===== src/rtl/mdio_br_pkg.sv =====
package mdio_br_pkg;

    localparam int FD_W     = 16;   // data bits per frame
    localparam int RF_W     = 5;    // register field width
    localparam int PHY_W    = 5;    // station address width
    localparam int IDX_W    = 4;    // word index width
    localparam int BODY_W   = 32;   // frame bits after the preamble
    localparam int HDR_BITS = 14;   // start + opcode + station + register
    localparam int DAT_OFS  = 16;   // first data bit position after preamble

    localparam logic [1:0] ST_BITS = 2'b01;
    localparam logic [1:0] OP_WR   = 2'b01;
    localparam logic [1:0] OP_RD   = 2'b10;
    localparam logic [1:0] TA_WR   = 2'b10;

    localparam logic [RF_W-1:0] RF_PAGE = 5'b11111;
    localparam logic [RF_W-1:0] RF_HIGH = 5'b10000;

    typedef enum logic [1:0] {
        PH_PAGE = 2'd0,
        PH_LOW  = 2'd1,
        PH_HIGH = 2'd2
    } phase_e;

endpackage


===== src/rtl/mdio_br_clkgen.sv =====
module mdio_br_clkgen #(
    parameter int MDC_HALF = 4
) (
    input  logic clk,
    input  logic rst_n,
    output logic mdc,
    output logic rise_tick,
    output logic fall_tick
);
    localparam int CW = (MDC_HALF > 1) ? $clog2(MDC_HALF) : 1;
    localparam logic [CW-1:0] CNT_LAST = CW'(MDC_HALF - 1);

    typedef struct packed {
        logic [CW-1:0] cnt;
        logic          mdc;
    } cg_t;

    cg_t st_d, st_q;
    logic wrap;

    always_comb begin
        st_d = st_q;
        wrap = (st_q.cnt == CNT_LAST);
        if (wrap) begin
            st_d.cnt = '0;
            st_d.mdc = ~st_q.mdc;
        end else begin
            st_d.cnt = st_q.cnt + 1'b1;
        end
    end

    always_ff @(posedge clk or negedge rst_n) begin
        if (!rst_n) st_q <= '0;
        else        st_q <= st_d;
    end

    assign mdc       = st_q.mdc;
    assign rise_tick = wrap & ~st_q.mdc;
    assign fall_tick = wrap &  st_q.mdc;

endmodule


===== src/rtl/mdio_br_frame_build.sv =====
module mdio_br_frame_build
    import mdio_br_pkg::*;
#(
    parameter int PAGE_W = 10
) (
    input  phase_e                 phase,
    input  logic                   is_wr,
    input  logic [PAGE_W-1:0]      page,
    input  logic [IDX_W-1:0]       idx,
    input  logic [2*FD_W-1:0]      wdata,
    input  logic [PHY_W-1:0]       phy,
    output logic [BODY_W-1:0]      body,
    output logic                   rd_frame
);
    logic [1:0]       op;
    logic [RF_W-1:0]  rf;
    logic [1:0]       ta;
    logic [FD_W-1:0]  dat;

    always_comb begin
        rd_frame = (phase != PH_PAGE) && !is_wr;
        op       = rd_frame ? OP_RD : OP_WR;
        ta       = rd_frame ? 2'b00 : TA_WR;
        unique case (phase)
            PH_PAGE: begin
                rf  = RF_PAGE;
                dat = FD_W'(page);
            end
            PH_LOW: begin
                rf  = {1'b0, idx};
                dat = wdata[FD_W-1:0];
            end
            default: begin
                rf  = RF_HIGH;
                dat = wdata[2*FD_W-1:FD_W];
            end
        endcase
        if (rd_frame) dat = '0;
        body = {ST_BITS, op, phy, rf, ta, dat};
    end

endmodule


===== src/rtl/mdio_br_rx_capture.sv =====
module mdio_br_rx_capture
    import mdio_br_pkg::*;
(
    input  logic                clk,
    input  logic                rst_n,
    input  logic                en,
    input  logic                hi_sel,
    input  logic                bit_in,
    output logic [2*FD_W-1:0]   rdata
);
    typedef struct packed {
        logic [FD_W-1:0] hi;
        logic [FD_W-1:0] lo;
    } cap_t;

    cap_t cap_d, cap_q;

    always_comb begin
        cap_d = cap_q;
        if (en) begin
            if (hi_sel) cap_d.hi = {cap_q.hi[FD_W-2:0], bit_in};
            else        cap_d.lo = {cap_q.lo[FD_W-2:0], bit_in};
        end
    end

    always_ff @(posedge clk or negedge rst_n) begin
        if (!rst_n) cap_q <= '0;
        else        cap_q <= cap_d;
    end

    assign rdata = {cap_q.hi, cap_q.lo};

endmodule


===== src/rtl/paged_mdio_bridge.sv =====
module paged_mdio_bridge
    import mdio_br_pkg::*;
#(
    parameter int ADDR_W   = 16,
    parameter int MDC_HALF = 4,
    parameter int PRE_LEN  = 32
) (
    input  logic                clk,
    input  logic                rst_n,
    input  logic [4:0]          phy_addr,
    input  logic                req,
    input  logic                req_write,
    input  logic [ADDR_W-1:0]   req_addr,
    input  logic [31:0]         wr_data,
    output logic [31:0]         rd_data,
    output logic                done,
    output logic                busy,
    output logic                mdc,
    output logic                mdio_o,
    output logic                mdio_oe,
    input  logic                mdio_i
);
    localparam int PAGE_W    = ADDR_W - 6;
    localparam int FRAME_LEN = PRE_LEN + BODY_W;
    localparam int BW        = $clog2(FRAME_LEN);
    localparam logic [BW-1:0] BIT_LAST  = BW'(FRAME_LEN - 1);
    localparam logic [BW-1:0] PRE_END   = BW'(PRE_LEN);
    localparam logic [BW-1:0] REL_START = BW'(PRE_LEN + HDR_BITS);
    localparam logic [BW-1:0] DAT_START = BW'(PRE_LEN + DAT_OFS);
    localparam logic [BW-1:0] POS_TOP   = BW'(FRAME_LEN - 1);

    typedef struct packed {
        logic               busy;
        logic               started;
        phase_e             phase;
        logic [BW-1:0]      bcnt;
        logic               is_wr;
        logic [PAGE_W-1:0]  page;
        logic [IDX_W-1:0]   idx;
        logic [31:0]        wdata;
        logic [PHY_W-1:0]   phy;
        logic               done;
    } seq_t;

    seq_t seq_d, seq_q;

    logic              rise_tick, fall_tick;
    logic [BODY_W-1:0] body;
    logic              rd_frame;
    logic [BW-1:0]     body_pos;
    logic              line_bit;
    logic              cap_en;

    mdio_br_clkgen #(
        .MDC_HALF (MDC_HALF)
    ) u_clkgen (
        .clk       (clk),
        .rst_n     (rst_n),
        .mdc       (mdc),
        .rise_tick (rise_tick),
        .fall_tick (fall_tick)
    );

    mdio_br_frame_build #(
        .PAGE_W (PAGE_W)
    ) u_build (
        .phase    (seq_q.phase),
        .is_wr    (seq_q.is_wr),
        .page     (seq_q.page),
        .idx      (seq_q.idx),
        .wdata    (seq_q.wdata),
        .phy      (seq_q.phy),
        .body     (body),
        .rd_frame (rd_frame)
    );

    // sequencer next state
    always_comb begin
        seq_d      = seq_q;
        seq_d.done = 1'b0;
        if (!seq_q.busy) begin
            if (req) begin
                seq_d.busy    = 1'b1;
                seq_d.started = 1'b0;
                seq_d.phase   = PH_PAGE;
                seq_d.bcnt    = '0;
                seq_d.is_wr   = req_write;
                seq_d.page    = req_addr[ADDR_W-1:6];
                seq_d.idx     = req_addr[5:2];
                seq_d.wdata   = wr_data;
                seq_d.phy     = phy_addr;
            end
        end else if (fall_tick) begin
            if (!seq_q.started) begin
                seq_d.started = 1'b1;
                seq_d.phase   = PH_PAGE;
                seq_d.bcnt    = '0;
            end else if (seq_q.bcnt == BIT_LAST) begin
                seq_d.bcnt = '0;
                unique case (seq_q.phase)
                    PH_PAGE: seq_d.phase = PH_LOW;
                    PH_LOW:  seq_d.phase = PH_HIGH;
                    default: begin
                        seq_d.busy    = 1'b0;
                        seq_d.started = 1'b0;
                        seq_d.phase   = PH_PAGE;
                        seq_d.done    = 1'b1;
                    end
                endcase
            end else begin
                seq_d.bcnt = seq_q.bcnt + 1'b1;
            end
        end
    end

    always_ff @(posedge clk or negedge rst_n) begin
        if (!rst_n) begin
            seq_q       <= '0;
            seq_q.phase <= PH_PAGE;
        end else begin
            seq_q <= seq_d;
        end
    end

    // line driver
    always_comb begin
        body_pos = POS_TOP - seq_q.bcnt;
        if (seq_q.bcnt < PRE_END) line_bit = 1'b1;
        else                      line_bit = body[body_pos[4:0]];
    end

    assign mdio_o  = seq_q.started & line_bit;
    assign mdio_oe = seq_q.started & (~rd_frame | (seq_q.bcnt < REL_START));

    assign cap_en = rise_tick & seq_q.started & rd_frame & (seq_q.bcnt >= DAT_START);

    mdio_br_rx_capture u_capture (
        .clk    (clk),
        .rst_n  (rst_n),
        .en     (cap_en),
        .hi_sel (seq_q.phase == PH_HIGH),
        .bit_in (mdio_i),
        .rdata  (rd_data)
    );

    assign busy = seq_q.busy;
    assign done = seq_q.done;

endmodule


===== config.mk =====
export PLATFORM = sky130hd
export DESIGN_NAME = paged_mdio_bridge
export DESIGN_NICKNAME = d
export VERILOG_FILES = /design/src/rtl/mdio_br_pkg.sv /design/src/rtl/mdio_br_clkgen.sv /design/src/rtl/mdio_br_frame_build.sv /design/src/rtl/mdio_br_rx_capture.sv /design/src/rtl/paged_mdio_bridge.sv
export SDC_FILE = /design/constraint.sdc
export NUM_CORES = 1
export LEC_CHECK = 0
export ABC_AREA = 1
export BUFFER_PORTS_ARGS = -buffer_cell sky130_fd_sc_hd__buf_2
export CAP_MARGIN = 30
export CORE_UTILIZATION = 50
export CTS_CLUSTER_SIZE = 20
export DETAILED_ROUTE_END_ITERATION = 10
export MAX_ROUTING_LAYER = met4
export PLACE_DENSITY = 0.74
export SETUP_SLACK_MARGIN = 0.3
export SYNTH_ARGS = -nofsm -noshare
export SYNTH_HDL_FRONTEND = slang
export SYNTH_SLANG_ARGS = --single-unit
export TNS_END_PERCENT = 50

===== constraint.sdc =====
create_clock -name clk -period 2.9 [get_ports clk]
set_input_delay 0.58 -clock clk [delete_from_list [all_inputs] [get_ports clk]]
set_output_delay 0.58 -clock clk [all_outputs]
set_load 0.05 [all_outputs]

==> results.ini, run 1 <==
[run_status]
outcome=finished clean

[placed_design]
postPlaceCellArea_sq_mm=0.00497
dp_cells=734
pre_cts_slack_ns=0.331
portBuffers=92
dp_hpwl_um=7150
place.gp.congestion=0.902

[timing]
min_period_over_period=0.913
max_freq_mhz=378
slew_violations=0
fin_skew_ns=0.0140
worst_slack_ns=0.252
setup-tns-final_ns=0
setup_violations=0
rsz0062_at_grt=true
tightest_slew_ns=0.755
slew_headroom=0.497
hold_violations=0
fin_crit_ns=2.65

[drt]
drt-initial-drc-count=187
drt-wirelength-per-cell_um=13.1
ant_nets=0
met1Wirelength_um=4550
wl_met2_um=4820
finalWirelength_um=9960
firstDrtPassIters=4
vias_per_cell=4.97
met3WireLength_um=479
drc=0
vias=3774
dr.max_layer_used=met4

[floorplan]
die-area_sq_mm=0.00920
die_width_um=95.9
fp.dieH_um=95.9
rows=33
ios=95
core_sq_mm=0.00838
start_util=0.526

[logic_synthesis]
ys_ff_latch=98
synth_flop_cell=dfrtp_1
ys_seq_area_frac=0.556
synth_most_common_cell=nand2_1
syn-num-nets=611
synthArstFlopShare=1.00
synth_cells=550
synth_area_leaders=dfrtp_1 (56%), nand2_1 (21%), nand3_1 (3.3%), a21oi_1 (3.1%), inv_1 (3.0%)
synth_edf_count=0
synth_warnings=0
synth_area_leader_cell=dfrtp_1
synth_top_area_share=0.556
synth_commonest_cells=nand2_1 (247), dfrtp_1 (98), inv_1 (35)
postSynthAreaPerCell_sq_um=8.02
synthesis.area_sq_mm=0.00441
ys_types=32

[grt]
antenna_found_initial=0
grt_first_pass_wirelength_um=16100
grt_pass1_vias=3544
track_usage=0.239
grt_overflow=0
grt_start_max_net_pins=59

[final_layout]
final_cells=759
drive_gt1_frac=0.231
final.fill_count=797
synthToLayoutAreaGrowth_pct=20.1
final_area_sq_mm=0.00530
layout.nets=710
insertedDiodeCount=0

[worst_setup_path]
worstPathArrival_ns=2.07
critPathLaunchType=flop
crit_type=reg2out
cp_max_fo=8
required_ns=2.32
crit_path_end_kind=output port

[clock_network]
cts.sinks=98
clock_tree.root_cell=clkbuf_8
clk_latency_ns=0.37
tritoncts=yes
clockBufferDepth=2
h-tree-depth=3
clk_pin_slew_ns=0.09
cts_hold_buf=0
cts_buffers=9

[power_and_ir_drop]
netSwitchingFraction=0.266
ir_drop_uv=278
p_total_w=0.00256
clkPwrFrac=0.321
switching_power_w=0.000681
combPwrFrac=0.082
power.internal_w=0.00188
power.density_mw_per_mm2=483
p_leak_nw=2.89
pwr-share-seq=0.597

[flow_run]
drv_cap=0

[worst_hold_path]
hp-class=in2async

==> worst max-delay path, stage by stage, from the launching register on <==
cell     delay [ns]
dfrtp_2        0.46
buf_12         0.15
nor2_4         0.14
buf_12         0.13
nand2_1        0.05
nand2_1        0.05
nand2_1        0.05
nand2_1        0.07
nand2_1        0.07
nand3_2        0.08
nand3_2        0.10
a21oi_2        0.17
buf_6          0.18
==> area by class of cell <==
class	count	area [sq um]	area share
Sequential cell	98	2460	0.464
Multi-Input combinational cell	388	1720	0.325
Timing Repair Buffer	112	661	0.125
Inverter	40	150	0.0284
Tap cell	105	131	0.0248
Clock buffer	10	128	0.0241
Clock inverter	6	48.8	0.00922
==> logic make-up (layout without fill, tap and decap cells) <==
logic type / count (synthesis) / after routing / synth area share
AO/OA/AOI/OAI: 60 / 60 / 0.0726
AND/OR/NAND/NOR: 322 / 322 / 0.293
XOR/XNOR: 1 / 1 / 0.00199
buffers and inverters: 64 / 168 / 0.0621
adder cells (fa/ha/maj): 3 / 3 / 0.00851
flip-flops: 98 / 98 / 0.556
multiplexers: 2 / 2 / 0.00511
==> flip-flops by register name, summed over array words and instances (netlist names) <==
| signal | cells |
|---|---|
| seq_q | 61 |
| u_capture.rdata | 32 |
| u_clkgen.st_q | 2 |
| busy | 1 |
| done | 1 |
| u_clkgen.mdc | 1 |
==> worst paths after layout <==
check / depth (start not counted) / start / slack [ns] / endpoint
worst min register to register: 1 / u_clkgen.st_q[1]$_DFF_PN0_ / 0.43 / u_clkgen.st_q[1]$_DFF_PN0_
worst max-delay path: 12 / seq_q[60]$_DFFE_PN0P_ / 0.25 / mdio_o
min in group clk: 3 / wr_data[26] / 0.40 / seq_q[32]$_DFFE_PN0P_
worst min-delay path: 1 / rst_n / 0.27 / seq_q[61]$_DFFE_PN0P_
max in group asynchronous: 2 / rst_n / 2.02 / seq_q[54]$_DFFE_PN0P_
worst max register to register: 8 / u_clkgen.st_q[1]$_DFF_PN0_ / 0.86 / u_capture.rdata[10]$_DFFE_PN0P_
==> layout by cell type, fill, tap and decap left out, types with 2 or more instances in the layout <==
| cell type | count |
|---|---|
| o21ai_0 | 8 |
| inv_1 | 35 |
| nor2_1 | 33 |
| o21ai_1 | 16 |
| nor2_2 | 2 |
| nand3_2 | 5 |
| dfrtp_1 | 95 |
| nand2_1 | 245 |
| inv_6 | 2 |
| clkinvlp_4 | 2 |
| nand2_2 | 3 |
| buf_12 | 3 |
| dfrtp_2 | 3 |
| buf_2 | 90 |
| nor2_4 | 5 |
| buf_4 | 17 |
| inv_2 | 4 |
| buf_6 | 2 |
| ha_1 | 3 |
| clkbuf_8 | 9 |
| o22ai_1 | 3 |
| a21oi_1 | 27 |
| nand3_1 | 24 |
| nor3_1 | 2 |
==> stage by stage <==
stage                     hold slack (ns)   util
final                               0.273  0.632
after global placement              0.414  0.594
after global routing                0.330  0.632
after CTS                           0.308  0.629
after detailed placement            0.423  0.594
after floorplan                     0.284      -
==> power groups by stage <==
stage / Clock [W] / Combinational [W] / Sequential (W)
after floorplan: 0 / 0.000119 / 0.00153
after global placement: 0 / 0.000202 / 0.00155
after detailed placement: 0 / 0.000210 / 0.00155
after CTS: 0.000831 / 0.000213 / 0.00153
after global routing: 0.000890 / 0.000247 / 0.00154
final: 0.000821 / 0.000210 / 0.00153
==> what timing repair did <==
| action | in CTS | in global routing |
|---|---|---|
| pin swaps | 4 | 4 |
| endpoints found under the setup margin | 1 | 1 |
| setup buffers | 9 | 0 |
| gates resized for setup | 14 | 4 |
==> metal layers <==
layer,track usage,vias to the layer above
met5,-,-
met4,0.0622,0
met3,0.0395,12
met2,0.396,102
met1,0.305,1749
li1,-,1911
Power figures use the tool's default switching activity.
==> run 2: changes to the inputs <==
--- a/config.mk
+++ b/config.mk
@@ -12,9 +12,10 @@
 export CTS_CLUSTER_SIZE = 20
 export DETAILED_ROUTE_END_ITERATION = 10
 export MAX_ROUTING_LAYER = met4
-export PLACE_DENSITY = 0.74
+export PLACE_DENSITY = 0.73
 export SETUP_SLACK_MARGIN = 0.3
 export SYNTH_ARGS = -nofsm -noshare
 export SYNTH_HDL_FRONTEND = slang
+export SYNTH_HIERARCHICAL = 1
 export SYNTH_SLANG_ARGS = --single-unit
 export TNS_END_PERCENT = 50
==> results.ini, run 2 <==
[drt]
drt-wirelength-per-cell_um=12.5
finalWirelength_um=10700
firstDrtPassIters=5
vias=4225
vias_per_cell=4.92
ant_nets=0
drt-initial-drc-count=228
drc=0

[final_layout]
synthToLayoutAreaGrowth_pct=15.2
insertedDiodeCount=0
final_cell_mix=nand2_1 (325), dfrtp_1 (96), buf_2 (90)
fin_util=0.603
largest_reg_flops=61
drive_gt1_frac=0.208
ff_latch_area_sq_mm=0.00245
layout_commonest_cell=nand2_1
final.fill_count=893
layout.nets=786
top_register=seq_q
final_area_sq_mm=0.00568
multi_input_area_sq_mm=0.00201

[placed_design]
postPlaceCellArea_sq_mm=0.00537
dp_hpwl_um=7370
portBuffers=92
pre_cts_slack_ns=0.329
place.gp.congestion=0.880

[power_and_ir_drop]
p_leak_nw=3.29
switching_power_w=0.000946
power.internal_w=0.00210
netSwitchingFraction=0.311
combPwrFrac=0.190
power.density_mw_per_mm2=536
clkPwrFrac=0.295
ir_drop_uv=260
pwr-share-seq=0.515
p_total_w=0.00304

[timing]
worst_slack_ns=0.142
rsz0062_at_grt=true
min_period_over_period=0.951
slew_headroom=0.489
hold_violations=0
tightest_slew_ns=0.767
max_freq_mhz=363
fin_skew_ns=0.0110
fin_crit_ns=2.76
fin_hold_ws_ns=0.277
slew_violations=0
setup_violations=0

[worst_setup_path]
crit_type=reg2out
slowest_stage=dfrtp_2
critPathLaunchType=flop
crit_cells=15
crit_path_max_incr_delay_ns=0.48
r2r_end=seq_q[56]$_DFFE_PN0P_
cp_num_buf_inv=4
cp_max_fo=6
cpMostUsedCell=nand2_1
startpoint=seq_q[60]$_DFFE_PN0P_
reg2reg_slack_ns=1.11
worstRegToRegCells=8
critical_path.cell_chain=nor2_8 -> buf_12 -> nand2_1 -> nand3_1 -> nand2_1 -> inv_1 -> inv_1 -> nand2_1 -> nand3_1 -> a21oi_1 -> nor2_1 -> nand2_1 -> nand2_1 -> nor2_2 -> buf_6
cp_top_family=simple AND/OR/NAND/NOR gates
endpoint=mdio_o
crit_path_end_kind=output port
r2r_start=busy$_DFF_PN0_
required_ns=2.32
worstPathArrival_ns=2.18

[grt]
track_usage=0.238
grt_overflow=0
grt_busiest_layer=met2
use_met3=0.0407
met1_usage=0.325
use_met2=0.362
grt_first_pass_wirelength_um=18500
grt_start_max_net_pins=60
antenna_found_initial=0
grt_pass1_vias=4057

[logic_synthesis]
synth_top_area_share=0.497
synth_cells=645
ys_seq_area_frac=0.497
synth_area_leader_cell=dfrtp_1
synthArstFlopShare=1.00
synthesis.area_sq_mm=0.00493
ys_types=31
ys_ff_latch=98
synth_warnings=6
synth_commonest_cells=nand2_1 (326), dfrtp_1 (98), nand3_1 (67)
synth_edf_count=0
postSynthAreaPerCell_sq_um=7.64
synth_flop_cell=dfrtp_1
synth_most_common_cell=nand2_1
synth_area_leaders=dfrtp_1 (50%), nand2_1 (25%), nand3_1 (6.8%), inv_1 (3.0%), buf_4 (2.9%)

[clock_network]
tritoncts=yes
clock_tree.root_cell=clkbuf_8
cts.sinks=98
clk_latency_ns=0.36
clk_pin_slew_ns=0.10
cts_buffers=9
h-tree-depth=3
clockBufferDepth=2

[floorplan]
fp.dieH_um=101
die-area_sq_mm=0.0103
rows=35
ios=95
die_width_um=101
core_sq_mm=0.00942
start_util=0.524

[run_status]
outcome=finished clean

[worst_hold_path]
hp-class=in2async

[flow_run]
drv_cap=0

[run 2: changes by cell type in the layout (fill, tap and decap cells not counted), sizes merged, moves of 2 or more]
cell,delta
inv,+7
o21ai,-16
conb,+3
nand2,+83
buf,-3
a21oi,-18
mux2,-2
nor2,-11
nand3,+38
[run 2: worst min path at each step]
stage / from / end / slack (ns) / cells past startpoint
after CTS: rst_n / seq_q[4]$_DFFE_PN0P_ / 0.30 / 1
after global placement: u_clkgen/st_q[1]$_DFF_PN0_ / u_clkgen/st_q[1]$_DFF_PN0_ / 0.41 / 1
final: rst_n / seq_q[49]$_DFFE_PN0P_ / 0.28 / 1
after floorplan: rst_n / busy$_DFF_PN0_ / 0.28 / 0
after global routing: rst_n / seq_q[50]$_DFFE_PN0P_ / 0.34 / 1
after detailed placement: u_clkgen/st_q[1]$_DFF_PN0_ / u_clkgen/st_q[1]$_DFF_PN0_ / 0.44 / 1
[run 2: layout make-up]
class,instances,share of cell area
sequential,98,0.432
multi-input combinational,459,0.354
timing repair buffer,109,0.116
inverter,49,0.0344
tap,129,0.0284
clock buffer,9,0.0218
clock inverter,6,0.0132
[run 2: kinds of logic (layout without fill, tap and decap cells)]
family | Yosys count | after routing | synth area share
buf+inv | 89 | 173 | 0.0980
xor+xnor | 2 | 2 | 0.00355
fa+ha+maj | 2 | 2 | 0.00508
flops | 98 | 98 | 0.497
compound gates | 22 | 22 | 0.0244
simple gates | 430 | 430 | 0.370
other cells | 2 | 3 | 0.00152
[run 2: layer usage]
metal / up-vias / wire, um
met3: 15 / 582
met2: 123 / 4970
met5: - / 0
met1: 1966 / 5030
met4: 0 / 151
li1: 2121 / -
[run 2: power by group through the flow]
stage | Sequential [W] | Clock (W) | Combinational (W)
6_report | 0.00157 | 0.000898 | 0.000577
5_1_grt | 0.00158 | 0.000979 | 0.000661
4_1_cts | 0.00157 | 0.000927 | 0.000573
3_5_place_dp | 0.00159 | 0 | 0.000529
3_3_place_gp | 0.00159 | 0 | 0.000518
2_1_floorplan | 0.00154 | 0 | 0.000463
[run 2: worst register-to-register path: stages, from the launching register on]
cell,delay [ns]
dfrtp_1,0.41
inv_1,0.06
nand2_2,0.06
buf_4,0.43
nand2_1,0.23
inv_1,0.19
nor2_1,0.09
a31oi_1,0.14
nor3_1,0.07
[run 2: metrics by stage]
stage	TNS (ns)	std cells
2_1_floorplan	0	646
4_1_cts	0	858
3_5_place_dp	0	837
6_report	0	859
3_3_place_gp	0	837
5_1_grt	-0.0416	859
[run 2: repair_timing]
action / CTS / global route
endpoints found under the setup margin: 1 / 1
buffers inserted: 5 / 1
hold buffers: 0 / 0
gates cloned: 1 / 0
gates resized for setup: 7 / 3
pin swaps: 3 / 2
